$ cat src/rtl/io_write_aligner_pkg.sv
package io_write_aligner_pkg;

  typedef enum logic [1:0] {
    ST_IDLE   = 2'd0,
    ST_PREFIX = 2'd1,
    ST_ARMED  = 2'd2
  } trapState_t;

  // strobes from control to datapath
  typedef struct packed {
    logic startWait;
    logic clearWait;
  } ctrlStrobes_t;

endpackage

$ cat src/rtl/io_write_aligner_dp.sv
module io_write_aligner_dp
  import io_write_aligner_pkg::*;
#(
  parameter int          DATA_W     = 8,
  parameter logic [7:0]  PREFIX_OP  = 8'hED,
  parameter logic [7:0]  TRAP_MATCH = 8'hA3,
  parameter logic [7:0]  TRAP_MASK  = 8'hE7,
  parameter logic        ODD_LEVEL  = 1'b1
) (
  input  logic              clk,
  input  logic              rstN,
  input  logic              m1N,
  input  logic              mreqN,
  input  logic              iorqN,
  input  logic              rdN,
  input  logic              wrN,
  input  logic [DATA_W-1:0] dataIn,
  input  logic              phaseOdd,
  input  ctrlStrobes_t      strobes,
  output logic              fetchStart,
  output logic              ioWrStart,
  output logic              opIsPrefix,
  output logic              opIsTrap,
  output logic              phaseIsOdd,
  output logic              waitN
);

  localparam int CMP_W = (DATA_W < 8) ? DATA_W : 8;

  logic fetchActive;
  logic ioWrActive;
  logic fetchPrev;
  logic ioWrPrev;
  logic waitReg;

  // opcode fetch: M1 with a memory read; acknowledge has no MREQ
  assign fetchActive = !m1N && !mreqN && !rdN;
  // peripheral write: acknowledge cycles carry M1 and are excluded
  assign ioWrActive  = m1N && !iorqN && !wrN;

  always_ff @(posedge clk or negedge rstN) begin
    if (!rstN) begin
      fetchPrev <= 1'b0;
      ioWrPrev  <= 1'b0;
    end else begin
      fetchPrev <= fetchActive;
      ioWrPrev  <= ioWrActive;
    end
  end

  assign fetchStart = fetchActive && !fetchPrev;
  assign ioWrStart  = ioWrActive && !ioWrPrev;
  assign phaseIsOdd = (phaseOdd == ODD_LEVEL);

  assign opIsPrefix = (dataIn[CMP_W-1:0] == PREFIX_OP[CMP_W-1:0]);
  assign opIsTrap   = ((dataIn[CMP_W-1:0] & TRAP_MASK[CMP_W-1:0]) ==
                       (TRAP_MATCH[CMP_W-1:0] & TRAP_MASK[CMP_W-1:0]));

  // one-clock wait stretcher
  always_ff @(posedge clk or negedge rstN) begin
    if (!rstN) begin
      waitReg <= 1'b0;
    end else if (strobes.clearWait) begin
      waitReg <= 1'b0;
    end else begin
      waitReg <= strobes.startWait;
    end
  end

  assign waitN = !waitReg;

endmodule

$ cat src/rtl/io_write_aligner_ctrl.sv
module io_write_aligner_ctrl
  import io_write_aligner_pkg::*;
(
  input  logic         clk,
  input  logic         rstN,
  input  logic         fetchStart,
  input  logic         ioWrStart,
  input  logic         opIsPrefix,
  input  logic         opIsTrap,
  input  logic         phaseIsOdd,
  output ctrlStrobes_t strobes
);

  trapState_t state;
  trapState_t stateNext;

  always_comb begin
    stateNext = state;
    if (fetchStart) begin
      if (opIsPrefix) begin
        stateNext = ST_PREFIX;
      end else if (state == ST_PREFIX && opIsTrap) begin
        stateNext = ST_ARMED;
      end else begin
        stateNext = ST_IDLE;
      end
    end
  end

  always_ff @(posedge clk or negedge rstN) begin
    if (!rstN) begin
      state <= ST_IDLE;
    end else begin
      state <= stateNext;
    end
  end

  always_comb begin
    strobes.startWait = (state == ST_ARMED) && ioWrStart && phaseIsOdd;
    strobes.clearWait = fetchStart;
  end

endmodule

$ cat src/rtl/io_write_aligner.sv
module io_write_aligner
  import io_write_aligner_pkg::*;
#(
  parameter int          DATA_W     = 8,
  parameter logic [7:0]  PREFIX_OP  = 8'hED,
  parameter logic [7:0]  TRAP_MATCH = 8'hA3,
  parameter logic [7:0]  TRAP_MASK  = 8'hE7,
  parameter logic        ODD_LEVEL  = 1'b1
) (
  input  logic              clk,
  input  logic              rstN,
  input  logic              m1N,
  input  logic              mreqN,
  input  logic              iorqN,
  input  logic              rdN,
  input  logic              wrN,
  input  logic [DATA_W-1:0] dataIn,
  input  logic              phaseOdd,
  output logic              waitN
);

  ctrlStrobes_t strobes;
  logic fetchStart;
  logic ioWrStart;
  logic opIsPrefix;
  logic opIsTrap;
  logic phaseIsOdd;

  io_write_aligner_dp #(
    .DATA_W    (DATA_W),
    .PREFIX_OP (PREFIX_OP),
    .TRAP_MATCH(TRAP_MATCH),
    .TRAP_MASK (TRAP_MASK),
    .ODD_LEVEL (ODD_LEVEL)
  ) u_dp (
    .clk       (clk),
    .rstN      (rstN),
    .m1N       (m1N),
    .mreqN     (mreqN),
    .iorqN     (iorqN),
    .rdN       (rdN),
    .wrN       (wrN),
    .dataIn    (dataIn),
    .phaseOdd  (phaseOdd),
    .strobes   (strobes),
    .fetchStart(fetchStart),
    .ioWrStart (ioWrStart),
    .opIsPrefix(opIsPrefix),
    .opIsTrap  (opIsTrap),
    .phaseIsOdd(phaseIsOdd),
    .waitN     (waitN)
  );

  io_write_aligner_ctrl u_ctrl (
    .clk       (clk),
    .rstN      (rstN),
    .fetchStart(fetchStart),
    .ioWrStart (ioWrStart),
    .opIsPrefix(opIsPrefix),
    .opIsTrap  (opIsTrap),
    .phaseIsOdd(phaseIsOdd),
    .strobes   (strobes)
  );

endmodule

$ cat config.mk
export PLATFORM = sky130hd
export DESIGN_NAME = io_write_aligner
export DESIGN_NICKNAME = d
export VERILOG_FILES = /design/src/rtl/io_write_aligner_pkg.sv /design/src/rtl/io_write_aligner_dp.sv /design/src/rtl/io_write_aligner_ctrl.sv /design/src/rtl/io_write_aligner.sv
export SDC_FILE = /design/constraint.sdc
export NUM_CORES = 1
export LEC_CHECK = 0
export ABC_AREA = 0
export BUFFER_PORTS_ARGS = -buffer_cell sky130_fd_sc_hd__buf_2
export CELL_PAD_IN_SITES_DETAIL_PLACEMENT = 1
export CELL_PAD_IN_SITES_GLOBAL_PLACEMENT = 2
export CORE_AREA = 2 2 39 41
export DETAILED_ROUTE_END_ITERATION = 12
export DIE_AREA = 0 0 41 43
export PLACE_DENSITY = 0.71
export SKIP_CTS_REPAIR_TIMING = 1
export SLEW_MARGIN = 25
export SYNTH_ARGS = -nofsm -noshare
export SYNTH_HDL_FRONTEND = slang
export SYNTH_HIERARCHICAL = 1
export SYNTH_SLANG_ARGS = --single-unit
$ cat constraint.sdc
create_clock -name clk -period 1.8 [get_ports clk]
set_input_delay 0.09 -clock clk [delete_from_list [all_inputs] [get_ports clk]]
set_output_delay 0.09 -clock clk [all_outputs]
set_load 0.005 [all_outputs]
Word level (Yosys, flattened, before mapping)
Index checks and enable logic that the tools add are counted.

storage, ports and cells
  flip-flop bits (word level) = 5
  input port bits = 16
  output and inout bits = 1

operators by class
  equal/unequal tests = 4
  multiplexer cells = 3
  reduce and logical (&&, ||, !) cells = 17

operator list
  kind                count
  $logic_and 1x1->1   9
  $eq 8x8->1 const B  1
  $logic_not 1->1     8
  $eq 6x6->1 const B  1
  $mux 2              2
  $eq 2x1->1 const B  1
  $eq 2x2->1 const B  1
  $mux 1              1

Logic depth before layout (Yosys ltp)
  depth in word-level cells = 7
  mapped depth = 4

By module
Netlist, hierarchy kept.

by module, submodules not included
  module                 times used  cells an instance  area each (um^2)
  io_write_aligner_dp    1           15                 156.4
  io_write_aligner_ctrl  1           7                  101.3

Least setup slack after synthesis
No wires, ideal clock.

  path kind = register to register
  start point = reg u_dp.fetchPrev
  end point = reg u_ctrl.state[0]
  library setup time = 125 ps
  arrival time = 1,203 ps
  required time = 1,675 ps
  setup slack = 472 ps
  stages on the path, launching flop included = 3
  path buffers = 0
  clock period less this slack = 1,328 ps
  cell sequence = dfrtp_1 > nor4_1 > mux2_4

between the ends
  longest elaborated chain between the ends = 2

ends and longest elaborated chain
  element                 RTL line                     RTL
  start, declared         io_write_aligner_dp.sv:32    logic fetchPrev;
  start signal, assigned  io_write_aligner_dp.sv:46    fetchPrev <= fetchActive;
  $logic_not 1->1         io_write_aligner_dp.sv:51    assign fetchStart = fetchActive && !fetchPrev;
  $logic_and 1x1->1       io_write_aligner_dp.sv:51
  named net fetchStart    io_write_aligner.sv:23       logic fetchStart;
  end signal, assigned    io_write_aligner_ctrl.sv:34  state <= stateNext;
  end, declared           io_write_aligner_ctrl.sv:14  trapState_t state;

The timed path passes the listed nets, and every way through them passes these cells.
A chain may end at the register's enable or synchronous reset.

Worst setup path in the final report
Same ends and word-level chain as after synthesis.

==> run summary <==
The flow ran to the end, and the final reports show no timing, DRC or antenna violations. The DRC violation total after the first TritonRoute iteration is 1. The first global-routing pass estimated 910 um of wire. The number of nets in the layout is 59, and the worst clock skew is 0.00146 ns. In the final layout, the share of cells above drive strength 1 is 54.8%. For the antenna cell count, the log shows 0. The total of flip-flops plus latches after synthesis was 5. Cell taking the most area after synthesis: sky130_fd_sc_hd__dfrtp_1. By count the netlist is led by sky130_fd_sc_hd__dfrtp_1 (5), sky130_fd_sc_hd__buf_4 (2), sky130_fd_sc_hd__inv_1 (2), sky130_fd_sc_hd__nor4_1 (2).

The half-perimeter wire length of the detailed placement result is 513 um, and the number of pins exceeding their max-slew limit in the final report is 0. For the starting density of the core, the log shows 18.6%. For the largest net degree at the start of global routing, the log shows 6. The most used flip-flop cell after synthesis is sky130_fd_sc_hd__dfrtp_1. In the final timing run, aggregate negative setup slack is 0 ns.

The run gives 0 as the initial antenna violation count. The global routing stage identified its most utilized layer as met2. The number of maximum-capacitance violations came out at 0.

The most common cell in the synthesized netlist is sky130_fd_sc_hd__dfrtp_1. The slowest stage of the critical path belongs to the cell sky130_fd_sc_hd__dfrtp_1. The proportion of synthesized flip-flops having asynchronous set or reset works out to 100%. The worst setup path is captured at a flip-flop. Via count of the first global-routing pass: 266.

The clock drives 5 sinks. The detail route stage leaves a number of antenna-violating nets equal to 0. The clock transition time at the flip-flop clock pins of the worst setup and hold paths works out to 0.04 ns. The hold violation total from the final report is 0.

Of the available clock period, the critical path in the final layout requires 66.6%. The kind of critical path is flip-flop to flip-flop. The number of buffers added by the clock tree synthesis step was 3; the count of yosys warnings during synthesis was 6. Setup repair after global routing left no endpoint under its margin. The average wire per standard cell was 9.86 um.

By area the synthesized netlist is led by sky130_fd_sc_hd__dfrtp_1 (49%), sky130_fd_sc_hd__buf_4 (5.8%), sky130_fd_sc_hd__mux2_4 (5.8%), sky130_fd_sc_hd__nor3b_2 (4.9%), sky130_fd_sc_hd__nor4_1 (4.9%). The synthesized netlist occupies a cell area of 258 um^2. For the global routing usage summed across all routing layers, the log shows 8.37%. The post-synthesis net count is 38, and the number of distinct library cells after synthesis is 15. The deepest level of the CTS H-tree is 1, and the total via count in the routed design is 246. TritonCTS built the clock tree. Wires add up to 572 um. The x dimension of the die came out at 41 um.

CTS placed an instance of sky130_fd_sc_hd__clkbuf_4 at the clock tree root. For this run, the register share of the synthesized area comes to 48.5%. For the number of remaining DRC errors, the log shows 0.

IR analysis of the VDD net gives a maximum drop of 144 uV. For this run, global-route usage on met1 was measured as 8.47%. Power spread over the standard cell area amounts to 705 nW/um^2. STA classifies the critical path startpoint as a flip-flop. For the pin with the worst max-slew slack, the measured transition is 0.337 ns. In this run the tool buffered the top-level ports with 16 buffer cells.

The run gives 0.193 nW as the leakage dissipation. Of all nets on the critical path, the largest fanout is 4. Overall power consumption after layout is estimated at 0.272 mW. The run gives 0.605 as the final estimated routing congestion in global placement. The final critical delay including setup and external delays was 1.20 ns; the area inside the core boundary was 1380 um^2. Setup violations remaining at the end of the flow were counted as 0. For the worst setup path, the data required time is 1.92 ns. Counting along the longest clock path gives a buffer depth of 2. At the later pin of the worst-skew pair, clock insertion delay measures 0.24 ns. The die covers 1760 um^2. Synthesis handed over a netlist of 22 instances. For the worst setup path, the data arrival time is 1.32 ns.

Compared with the post-synthesis result, the final layout area differs by 50.0%. Static timing analysis puts the maximum clock frequency at 0.834 GHz. The synthesized design contains 0 enable-type register cells. The type of the tightest min-delay check is input pin to flip-flop.

The top-level I/O count was 17; the global routing met3 resource utilization was 4.71%. Averaged over all synthesized cells, the footprint is 11.7 um^2. The share of synthesized area in the top cell type comes to 48.5%. After floorplanning, the core was divided into 14 placement rows. The largest single stage delay on the critical path is 0.35 ns. The tools report the headroom to the max-slew limit as 77.3%. The number of vias per cell is 4.24, and the vertical extent of the die is 43 um. The first detailed-routing pass took 2 iterations.

The run gives 11.3% as the met2 demand-to-capacity share in global routing. Traced cell by cell, the critical path runs through nor4_1, buf_4, mux2_4. For this run the aggregate overflow at the end of global routing stands at 0.
-- through the flow --
| step | instances | worst slack [ns] | hold WS (ns) | util, % | instance area, um^2 |
|---|---|---|---|---|---|
| final | 58 | 0.601 | 0.0133 | 27.9 | 387 |
| after global routing | 58 | 0.521 | 0.00149 | 27.9 | 387 |
| after CTS | 57 | 0.584 | -0.350 | 27.2 | 377 |
| after detailed placement | 53 | 0.586 | -0.0879 | 25.3 | 350 |
| after global placement | 53 | 0.610 | -0.0889 | 25.3 | 350 |
| after floorplan | 22 | 0.472 | -0.206 | - | 258 |
-- power breakdown --
group,switching (mW),leakage (nW),internal (mW)
Combinational,0.0118,0.109,0.0182
Sequential,0.000409,0.0688,0.115
Clock,0.0437,0.0150,0.0837
-- placed cells by master, fill, tap and decap left out --
cell type / count
sky130_fd_sc_hd__nor2b_1: 1
sky130_fd_sc_hd__nor4_1: 2
sky130_fd_sc_hd__nor3b_2: 1
sky130_fd_sc_hd__nand3b_1: 1
sky130_fd_sc_hd__clkbuf_1: 1
sky130_fd_sc_hd__mux2i_1: 1
sky130_fd_sc_hd__and4b_1: 1
sky130_fd_sc_hd__buf_2: 16
sky130_fd_sc_hd__and2b_2: 1
sky130_fd_sc_hd__inv_1: 2
sky130_fd_sc_hd__nor3_1: 1
sky130_fd_sc_hd__dfrtp_1: 5
sky130_fd_sc_hd__nor4b_1: 1
sky130_fd_sc_hd__dlygate4sd3_1: 1
sky130_fd_sc_hd__mux2_4: 1
sky130_fd_sc_hd__clkbuf_4: 3
sky130_fd_sc_hd__nand4b_1: 1
sky130_fd_sc_hd__nand3_1: 1
sky130_fd_sc_hd__buf_4: 1
-- worst max-delay path: cells and delay by family (launching register included) --
family	cells	cell delay [ns]
buffers and inverters	1	0.18
flip-flops	1	0.35
multiplexers	1	0.29
AND/OR/NAND/NOR	1	0.27
-- logic make-up (layout without fill, tap and decap cells) --
| kind of cell | after synthesis | count (layout) | share of synthesized area, % |
|---|---|---|---|
| flops | 5 | 5 | 48.5 |
| mux | 2 | 2 | 9.71 |
| simple gates | 11 | 11 | 33.0 |
| buf+inv | 4 | 24 | 8.74 |
-- sequential cells by signal, indices dropped and copies added (netlist names) --
signal / count
u_ctrl/state: 2
u_dp/waitReg: 1
u_dp/ioWrPrev: 1
u_dp/fetchPrev: 1
-- path summary, 6_finish.rpt --
kind | from | depth (start not counted) | end | slack, ns
min in group asynchronous | rstN | 2 | u_ctrl/state[0] | 0.20
hold / removal | iorqN | 2 | u_dp/ioWrPrev | 0.01
max in group asynchronous | rstN | 2 | u_dp/fetchPrev | 1.47
setup reg to reg | u_dp/fetchPrev | 3 | u_ctrl/state[0] | 0.60
hold reg to reg | u_ctrl/state[1] | 1 | u_ctrl/state[1] | 0.47
setup / recovery | u_dp/fetchPrev | 3 | u_ctrl/state[0] | 0.60
-- cell type report --
cell class / instances / area (um^2)
fill: 168 / 997
sequential: 5 / 125
multi-input combinational: 13 / 110
timing repair buffer: 18 / 97.6
clock buffer: 4 / 26.3
tap: 16 / 20.0
inverter: 2 / 7.51
-- routing by layer --
metal / wire, um / share of wire [%]
met1: 233 / 41
met2: 250 / 44
met3: 87 / 15
met4: 0 / 0
met5: 0 / 0
(Power assumes the default switching activity.)
